### config.mk
export PLATFORM = sky130hd
export DESIGN_NAME = qc_channel
export DESIGN_NICKNAME = d
export VERILOG_FILES = /design/src/rtl/qc_pkg.sv /design/src/rtl/qc_ctrl.sv /design/src/rtl/qc_datapath.sv /design/src/rtl/qc_channel.sv
export SDC_FILE = /design/constraint.sdc
export NUM_CORES = 1
export LEC_CHECK = 0
export ABC_AREA = 0
export BUFFER_PORTS_ARGS = -buffer_cell sky130_fd_sc_hd__buf_4
export CORE_ASPECT_RATIO = 1.4
export CORE_MARGIN = 2
export CORE_UTILIZATION = 45
export DETAILED_ROUTE_END_ITERATION = 16
export PLACE_DENSITY_LB_ADDON = 0.2
export SYNTH_ARGS = -nofsm -noshare
export SYNTH_HDL_FRONTEND = slang
export SYNTH_SLANG_ARGS = --single-unit
### constraint.sdc
create_clock -name clk -period 4.41 [get_ports clk]
set_input_delay 0.6615 -clock clk [delete_from_list [all_inputs] [get_ports clk]]
set_output_delay 0.6615 -clock clk [all_outputs]
set_load 0.005 [all_outputs]
### src/rtl/qc_pkg.sv
package qc_pkg;
  // reset/load command strobes from control to datapath
  typedef struct packed {
    logic clrCount;
    logic loadPreset;
    logic clrToggles;
    logic clrError;
  } qcStrobe_t;

  typedef enum logic [1:0] {
    TGT_CMD  = 2'd0,
    TGT_MODE = 2'd1,
    TGT_IO   = 2'd2,
    TGT_IDX  = 2'd3
  } qcTarget_e;

  typedef enum logic [1:0] {
    SCALE_CNTDIR = 2'd0,
    SCALE_X1     = 2'd1,
    SCALE_X2     = 2'd2,
    SCALE_X4     = 2'd3
  } qcScale_e;
endpackage

### src/rtl/qc_ctrl.sv
module qc_ctrl
  import qc_pkg::*;
#(
  parameter int CNT_W  = 24,
  parameter int BYTE_W = 8
) (
  input  logic              clk,
  input  logic              rstN,
  input  logic              busAddr,
  input  logic              busWr,
  input  logic              busRd,
  input  logic [BYTE_W-1:0] busWdata,
  output logic [BYTE_W-1:0] busRdata,
  input  logic [CNT_W-1:0]  count,
  input  logic              borrowT,
  input  logic              carryT,
  input  logic              errFlag,
  input  logic              dirUp,
  output qcStrobe_t         strb,
  output logic [CNT_W-1:0]  preset,
  output logic [4:0]        modeReg,
  output logic [4:0]        ioReg,
  output logic [4:0]        idxReg
);
  localparam int BYTES = CNT_W / BYTE_W;
  localparam int PTR_W = (BYTES > 1) ? $clog2(BYTES) : 1;
  localparam logic [PTR_W-1:0] PTR_LAST = PTR_W'(BYTES - 1);

  logic [PTR_W-1:0] bytePtr;
  logic [CNT_W-1:0] outLatch;
  qcTarget_e        target;
  logic [4:0]       payload;
  logic             ctlWr, cmdWr, dataAcc, latchStrobe;

  assign target      = qcTarget_e'(busWdata[6:5]);
  assign payload     = busWdata[4:0];
  assign ctlWr       = busWr && busAddr;
  assign cmdWr       = ctlWr && (target == TGT_CMD);
  assign dataAcc     = !busAddr && (busWr || busRd);
  assign latchStrobe = cmdWr && payload[4];

  always_comb begin
    strb.clrCount   = cmdWr && (payload[2:1] == 2'b01);
    strb.clrToggles = cmdWr && (payload[2:1] == 2'b10);
    strb.clrError   = cmdWr && (payload[2:1] == 2'b11);
    strb.loadPreset = cmdWr && payload[3];
  end

  always_ff @(posedge clk or negedge rstN) begin
    if (!rstN) begin
      bytePtr  <= '0;
      preset   <= '0;
      outLatch <= '0;
      modeReg  <= '0;
      ioReg    <= '0;
      idxReg   <= '0;
    end else begin
      if (dataAcc) begin
        bytePtr <= (bytePtr == PTR_LAST) ? '0 : bytePtr + 1'b1;
        if (busWr) begin
          for (int i = 0; i < BYTES; i++)
            if (bytePtr == PTR_W'(i)) preset[i*BYTE_W +: BYTE_W] <= busWdata;
        end
      end
      if (cmdWr && payload[0]) bytePtr <= '0;
      if (latchStrobe) outLatch <= count;
      if (ctlWr && target == TGT_MODE) modeReg <= payload;
      if (ctlWr && target == TGT_IO)   ioReg   <= payload;
      if (ctlWr && target == TGT_IDX)  idxReg  <= payload;
    end
  end

  always_comb begin
    busRdata = '0;
    if (busAddr) begin
      busRdata[0] = borrowT;
      busRdata[1] = carryT;
      busRdata[4] = errFlag;
      busRdata[5] = dirUp;
    end else begin
      for (int i = 0; i < BYTES; i++)
        if (bytePtr == PTR_W'(i)) busRdata = outLatch[i*BYTE_W +: BYTE_W];
    end
  end

  // the snapshot only moves on a latch command
  a_r4_latch_hold: assert property (@(posedge clk) disable iff (!rstN)
    !latchStrobe |=> $stable(outLatch));
  // pointer stays within the byte range
  a_r2_ptr_range: assert property (@(posedge clk) disable iff (!rstN)
    dataAcc |=> bytePtr <= PTR_LAST);
endmodule

### src/rtl/qc_datapath.sv
module qc_datapath
  import qc_pkg::*;
#(
  parameter int CNT_W       = 24,
  parameter int SYNC_STAGES = 2
) (
  input  logic             clk,
  input  logic             rstN,
  input  qcStrobe_t        strb,
  input  logic [CNT_W-1:0] preset,
  input  logic [1:0]       scaleSel,
  input  logic             enAB,
  input  logic             idxLoadEn,
  input  logic             idxEn,
  input  logic             idxPol,
  input  logic             phaseA,
  input  logic             phaseB,
  input  logic             indexIn,
  output logic [CNT_W-1:0] count,
  output logic             borrowT,
  output logic             carryT,
  output logic             errFlag,
  output logic             dirUp
);
  localparam logic [CNT_W-1:0] CNT_MAX = '1;

  logic [2:0] syncStage [SYNC_STAGES];
  logic [2:0] nowIn, prevIn;
  logic aNow, bNow, iNow, aChg, bChg, iPrev;
  logic step, up, illegal, idxEvent, anyCmd;
  qcScale_e scale;

  always_ff @(posedge clk or negedge rstN) begin
    if (!rstN) begin
      for (int i = 0; i < SYNC_STAGES; i++) syncStage[i] <= '0;
      prevIn <= '0;
    end else begin
      syncStage[0] <= {indexIn, phaseB, phaseA};
      for (int i = 1; i < SYNC_STAGES; i++) syncStage[i] <= syncStage[i-1];
      prevIn <= nowIn;
    end
  end

  assign nowIn = syncStage[SYNC_STAGES-1];
  assign aNow  = nowIn[0];
  assign bNow  = nowIn[1];
  assign iNow  = nowIn[2];
  assign iPrev = prevIn[2];
  assign aChg  = aNow ^ prevIn[0];
  assign bChg  = bNow ^ prevIn[1];
  assign scale = qcScale_e'(scaleSel);

  always_comb begin
    step = 1'b0;
    up   = 1'b0;
    unique case (scale)
      SCALE_CNTDIR: begin step = aChg && aNow;          up = bNow; end
      SCALE_X1:     begin step = aChg && !bChg && !bNow; up = aNow; end
      SCALE_X2:     begin step = aChg && !bChg;          up = aNow ^ bNow; end
      SCALE_X4:     begin step = aChg ^ bChg;
                          up = aChg ? (aNow ^ bNow) : !(aNow ^ bNow); end
      default: ;
    endcase
    step    = step && enAB;
    illegal = enAB && (scale != SCALE_CNTDIR) && aChg && bChg;
  end

  assign idxEvent = idxEn && idxLoadEn && (iNow == idxPol) && (iPrev != idxPol);
  assign anyCmd   = strb.clrCount || strb.loadPreset;

  always_ff @(posedge clk or negedge rstN) begin
    if (!rstN) begin
      count   <= '0;
      borrowT <= 1'b0;
      carryT  <= 1'b0;
      errFlag <= 1'b0;
      dirUp   <= 1'b0;
    end else begin
      if (strb.clrCount)        count <= '0;
      else if (strb.loadPreset) count <= preset;
      else if (idxEvent)        count <= preset;
      else if (step) begin
        dirUp <= up;
        if (up) begin
          count <= count + 1'b1;
          if (count == CNT_MAX) carryT <= !carryT;
        end else begin
          count <= count - 1'b1;
          if (count == '0) borrowT <= !borrowT;
        end
      end
      if (strb.clrToggles) begin
        borrowT <= 1'b0;
        carryT  <= 1'b0;
      end
      if (strb.clrError)  errFlag <= 1'b0;
      else if (illegal)   errFlag <= 1'b1;
    end
  end

  // overflow inverts carry
  a_r7_carry_wrap: assert property (@(posedge clk) disable iff (!rstN)
    (step && up && count == CNT_MAX && !anyCmd && !idxEvent && !strb.clrToggles)
      |=> (count == '0) && (carryT != $past(carryT)));
  // underflow inverts borrow
  a_r7_borrow_wrap: assert property (@(posedge clk) disable iff (!rstN)
    (step && !up && count == '0 && !anyCmd && !idxEvent && !strb.clrToggles)
      |=> (count == CNT_MAX) && (borrowT != $past(borrowT)));
  // error flag is sticky
  a_r9_err_sticky: assert property (@(posedge clk) disable iff (!rstN)
    errFlag && !strb.clrError |=> errFlag);
  // transfer command lands the preset
  a_r3_preset_load: assert property (@(posedge clk) disable iff (!rstN)
    strb.loadPreset && !strb.clrCount |=> count == $past(preset));
  // disabled inputs leave the count alone
  a_r10_gate: assert property (@(posedge clk) disable iff (!rstN)
    !enAB && !idxEvent && !anyCmd |=> $stable(count));
endmodule

### src/rtl/qc_channel.sv
module qc_channel
  import qc_pkg::*;
#(
  parameter int CNT_W       = 24,
  parameter int BYTE_W      = 8,
  parameter int SYNC_STAGES = 2
) (
  input  logic              clk,
  input  logic              rstN,
  input  logic              busAddr,
  input  logic              busWr,
  input  logic              busRd,
  input  logic [BYTE_W-1:0] busWdata,
  output logic [BYTE_W-1:0] busRdata,
  input  logic              phaseA,
  input  logic              phaseB,
  input  logic              indexIn
);
  qcStrobe_t        strb;
  logic [CNT_W-1:0] count, preset;
  logic [4:0]       modeReg, ioReg, idxReg;
  logic             borrowT, carryT, errFlag, dirUp;

  qc_ctrl #(.CNT_W(CNT_W), .BYTE_W(BYTE_W)) u_ctrl (
    .clk(clk), .rstN(rstN), .busAddr(busAddr), .busWr(busWr), .busRd(busRd),
    .busWdata(busWdata), .busRdata(busRdata), .count(count),
    .borrowT(borrowT), .carryT(carryT), .errFlag(errFlag), .dirUp(dirUp),
    .strb(strb), .preset(preset), .modeReg(modeReg), .ioReg(ioReg), .idxReg(idxReg)
  );

  qc_datapath #(.CNT_W(CNT_W), .SYNC_STAGES(SYNC_STAGES)) u_dp (
    .clk(clk), .rstN(rstN), .strb(strb), .preset(preset),
    .scaleSel(modeReg[4:3]), .enAB(ioReg[0]), .idxLoadEn(ioReg[1]),
    .idxEn(idxReg[0]), .idxPol(idxReg[1]),
    .phaseA(phaseA), .phaseB(phaseB), .indexIn(indexIn),
    .count(count), .borrowT(borrowT), .carryT(carryT),
    .errFlag(errFlag), .dirUp(dirUp)
  );
endmodule

; ---- Yosys cells after proc, flatten, opt, wreduce, memory -nomap -nowiden
; Cells that the tools add are included.
[totals]
reg_bits = 96
input_bits = 16
output_inout_bits = 8
word_cells = 125
[op_classes]
add_sub_neg = 3
n_eq_ne = 18
n_mux = 34
bitwise_logic = 7
n_reduce_logical = 47
[op_table]
columns = op, n
row1 = $mux W24, 5
row2 = $add A24 B1 Y24 const B, 1
row3 = $eq A24 B24 Y1 const B, 1
row4 = $logic_not A24 Y1, 1
row5 = $mux W8, 3
row6 = $sub A24 B1 Y24 const B, 1
row7 = $logic_and A1 B1 Y1, 22
row8 = $mux W1, 17
row9 = $eq A2 B2 Y1 const B, 7
row10 = $mux W2, 7
row11 = $reduce_bool A2 Y1, 7
row12 = $reduce_and A6 Y1, 2
row13 = $reduce_and A3 Y1, 3
row14 = $eq A2 B1 Y1 const B, 4
row15 = $ne A2 B2 Y1 const B, 4
row16 = $pmux W1 S4, 2
row17 = $logic_not A1 Y1, 6
row18 = $logic_not A2 Y1, 3
row19 = $reduce_and A4 Y1, 1
row20 = $reduce_bool A4 Y1, 1
row21 = $xor A1 B1 Y1, 4
row22 = $not A1 Y1, 3
row23 = $add A2 B1 Y2 const B, 1
row24 = $eq A1 B1 Y1, 1
row25 = 2 further kinds, 2

; ---- Longest topological paths before layout
[logic_depth]
ltp_word = 11
ltp_mapped = 16
ltp_nobuf = 16

; ---- Cells and area by module
; A second synthesis with hierarchy kept.
[hier_totals]
hier_cells = 543
hier_area_um2 = 5845.6
[by_module_without_submodules]
columns = mod, instances, cells_each, area_each_um2, seq_area_each_um2
row1 = qc_datapath, 1, 354, 2964.1, 925.9
row2 = qc_ctrl, 1, 189, 2881.5, 1626.6

; ---- Worst setup path after synthesis
; Ideal clock, no wire load.
[synth_timing]
path_kind = register to register
from = register u_dp.syncStage, in the netlist u_dp.nowIn[0]
to = register u_dp.count[23]
setup_time_ps = 130
arrival_ps = 3658
t_required_ps = 4280
slack_ps = 622
path_stages_with_launch = 16
path_buffers = 0
synth_period_minus_slack_ps = 3788
path_cell_list = dfrtp_1 ha_1 a22oi_1 a22o_1 a311oi_2 inv_1 ha_1 o21ai_0 o21bai_2 a21oi_2 o21a_1 o21ba_2 o21ai_4 and3b_2 o221ai_1 a21oi_1
[synth_between]
elab_chain_cells = 9
word_cells_on_any_way = 17
classes_between = 8 x mux / 3 x bitwise / 6 x reduce/logical
[synth_lines]
columns = item, line
row1 = from (decl), qc_datapath.sv:27  ; logic [2:0] syncStage [SYNC_STAGES];
row2 = $xor A1 B1 Y1, "qc_datapath.sv:59, qc_datapath.sv:61"
row3 = $logic_not A1 Y1, qc_datapath.sv:61  ; up = aChg ? (aNow ^ bNow) : !(aNow ^ bNow); end
row4 = $mux W1, qc_datapath.sv:61
row5 = $pmux W1 S4, qc_datapath.sv:56  ; unique case (scale)
row6 = $mux W24, qc_datapath.sv:84  ; if (up) begin
row7 = $mux W24, qc_datapath.sv:82  ; else if (step) begin
row8 = $mux W24, qc_datapath.sv:81  ; else if (idxEvent) count <= preset;
row9 = $mux W24, qc_datapath.sv:80  ; else if (strb.loadPreset) count <= preset;
row10 = $mux W24, qc_datapath.sv:79  ; if (strb.clrCount) count <= '0;
row11 = to (signal assigned), qc_datapath.sv:80
row12 = to (signal assigned), qc_datapath.sv:81
row13 = to (signal assigned), qc_datapath.sv:85  ; count <= count + 1'b1;
row14 = to (decl), qc_datapath.sv:19  ; output logic [CNT_W-1:0] count,
; Parallel ways exist; a longest one is shown, timed or not. The select of a mux whose other input is x is not followed.
; A chain may end at the register's enable or synchronous reset.

; ---- Worst setup path in the final report
; Ends and elaborated chain as after synthesis.

==> results_dict.tcl <==
set metrics [dict create \
    critPathRequiredTime_ns 4.63 \
    hold_class "flip-flop to flip-flop" \
    cp_slowest_cell "dfrtp_1" \
    wire_per_inst_um 20.39 \
    num_antenna_cells 0 \
    cts.clk_slew.worst_paths_ns 0.07 \
    cts_sinks 93 \
    end_kind "flip-flop" \
    track_usage_pct 23.26 \
    layout_commonest_cell "dfrtp_1" \
    synth_area_per_cell_sq_um 10.43 \
    drt_first_iter_violations 251 \
    die_area_sq_um 12530 \
    pwr_density_cell_nw_per_um2 754.5 \
    crit_start "u_dp.nowIn[0]" \
    grt_pass1_vias 4079 \
    clock.fmax_ghz 0.2439 \
    die_w_um 95.17 \
    place_hpwl_mm 9.926 \
    initial_core_util_pct 46.18 \
    pin_count 24 \
    synth_ff_type "dfrtp_1" \
    syn_inst 502 \
    setup.worst_path.class "flip-flop to flip-flop" \
    start_kind "flip-flop" \
    syn-num-nets 543 \
    drtPass1Iterations 5 \
    max_stage_delay_ns 0.44 \
    fin_crit_sh_pct 92.97 \
    crit_chain "ha_1, a22oi_1, a22o_1, a311oi_4, clkinvlp_4, buf_4, ha_1, o21ai_0, o21bai_2, a21oi_2, o21a_1, o21ba_2, o21ai_4, and3b_2, o221ai_1, a21oi_1" \
    stdcell_area_sq_um 5916 \
    synth.area.top_cells "dfrtp_1, mux2_2, ha_1" \
    worst_slew_pin_slew_ns 0.9794 \
    grt_max_degree 70 \
    slew_headroom_pct 34.55 \
    r2r-start "u_dp.nowIn[0]" \
    hold_buffers 0 \
    synth_area_sq_um 5236 \
    fin_tns_setup_ns 0 \
    utilization_pct 52.17 \
    ant_nets 0 \
    gp_congestion 0.8620 \
    synth_edf_count 0 \
    htree_levels 3 \
    clk_path_buf_depth 2 \
    setup_ws_ns 0.3100 \
    drive_above_1_share_pct 23.36 \
    synth_top_area_share_pct 44.44 \
    min_period_ns 4.100 \
    whs_ns 0.3498 \
    cts_made_buffers 9 \
    die_h_um 131.6 \
    grt_overflow 0 \
    cp_max_fo 10 \
    status "finished clean" \
    place_area_sq_um 5565 \
    synth-seq-cells 93 \
    rsz0062_at_grt "no" \
    synthArstFlopShare_pct 100.0 \
    routed_via_density 5.993 \
    fin_nets 571 \
    hold_violations 0 \
    ir_drop_mv 0.2365 \
    area_delta_synth_final_pct 12.97 \
    cp.buffers_inverters 2 \
    core_sq_um 11340 \
    layout_common_cells "dfrtp_1, mux2_2, nor2_1" \
    p_leak_nw 2.595 \
    clock_skew_ns 0.005801 \
    drc_errors 0 \
    cp_data_arrival_time_ns 4.32 \
    dp_cells 659 \
    antenna_found_initial 0 \
    drt_wl_total_mm 13.84 \
    yosys.area.top_type "dfrtp_1" \
    path_common_cell "ha_1" \
    grt_pass1_wl_mm 22.11 \
    final_cells 679 \
    portBuffers 23 \
    p_total_mw 4.463 \
    synth_cell_types 64 \
    clockRootBuffer "clkbuf_16" \
    placementRows 46 \
    ys_seq_area_share_pct 44.44 \
    dp_slack_ns 0.3626 \
    yosys_warnings 0 \
    drv_cap 0 \
    drv_slew 0 \
    hold_start "u_dp.syncStage[4]" \
    cts_tree "done" \
    vias 4069 \
    path_delay_family "compound AO/OA/AOI/OAI gates" \
    setup_viol 0 \
    clock_latency_ns 0.34 \
]
repair_timing:
action | CTS | global route
resized for setup | 0 | 3
setup buffers | 0 | 3
endpoints found under the setup margin | 0 | 1
path summary, 6_finish.rpt:
kind,end,slack (ns),cells past startpoint
max in group asynchronous,u_ctrl.preset[1],3.09,2
setup reg to reg,u_dp.count[23],0.31,16
min in group asynchronous,u_dp.carryT,0.43,1
setup / recovery,u_dp.count[23],0.31,16
hold reg to reg,u_dp.nowIn[1],0.35,0
hold / removal,u_dp.nowIn[1],0.35,0
cells in the mapped netlist, types with 2 or more instances:
cell and count:
dfrtp_1 93, mux2_2 54, nor2_1 46, a21oi_1 41
nand2_1 37, o21ai_0 28, ha_1 24, xnor2_1 15
a22oi_1 13, clkbuf_1 13, nand4_1 13, mux2i_1 12
inv_1 11, nor4_1 9, a211oi_1 7, o21a_1 7
xor2_1 7, o21ai_1 5, o21bai_1 4, a21o_1 3
a21oi_2 3, a31oi_1 3, nand3_1 3, nor2b_1 3
nor3_1 3, or3_1 3, nand2b_1 2, nor3b_1 2
nor3b_2 2, o221ai_1 2
worst register-to-register path, stage by stage (launching register included):
cell and delay, ns:
dfrtp_1 0.44, ha_1 0.40, a22oi_1 0.11, a22o_1 0.27
a311oi_4 0.41, clkinvlp_4 0.16, buf_4 0.21, ha_1 0.34
o21ai_0 0.32, o21bai_2 0.10, a21oi_2 0.23, o21a_1 0.23
o21ba_2 0.21, o21ai_4 0.07, and3b_2 0.21, o221ai_1 0.19
a21oi_1 0.09
sequential cells by signal (all words and copies together), names as in the netlist:
| name | cells |
|---|---|
| u_ctrl.bytePtr | 2 |
| u_ctrl.idxReg | 2 |
| u_ctrl.ioReg | 2 |
| u_ctrl.modeReg | 2 |
| u_ctrl.outLatch | 24 |
| u_ctrl.preset | 24 |
| u_dp.borrowT | 1 |
| u_dp.carryT | 1 |
| u_dp.count | 24 |
| u_dp.dirUp | 1 |
| u_dp.errFlag | 1 |
| u_dp.nowIn | 3 |
| u_dp.prevIn | 3 |
| u_dp.syncStage | 3 |
final cells by class:
cell class / count / area [sq um]
Clock buffer: 9 / 225.2
Clock inverter: 7 / 80.08
Fill cell: 1038 / 5423
Inverter: 12 / 48.80
Multi-Input combinational cell: 381 / 2806
Sequential cell: 93 / 2327
Tap cell: 144 / 180.2
Timing Repair Buffer: 32 / 240.2
Timing Repair inverter: 1 / 7.507
kinds of logic (layout without fill, tap and decap cells):
logic type	count (synthesis)	count (layout)	synth area share, %
AO/OA/AOI/OAI	133	133	16.51
XOR/XNOR	22	22	3.680
adder cells (fa/ha/maj)	25	25	6.117
buffers and inverters	28	61	2.174
flip-flops	93	93	44.44
multiplexers	67	67	14.34
AND/OR/NAND/NOR	134	134	12.74
power breakdown:
part / internal [mW] / total (mW) / switching [mW]
combinational: 0.966 / 2.06 / 1.09
sequential: 1.19 / 1.61 / 0.412
clock: 0.447 / 0.799 / 0.352
total: 2.61 / 4.46 / 1.86
metal layers:
metal  vias up  track usage (%)  share of wire [%]
li1       1907                -                  -
met1      1996            30.09                 42
met2       127            37.72                 50
met3        39            4.300                4.5
met4         0            9.662                3.6
met5         -                0                  0
Power figures use the tool's default switching activity.
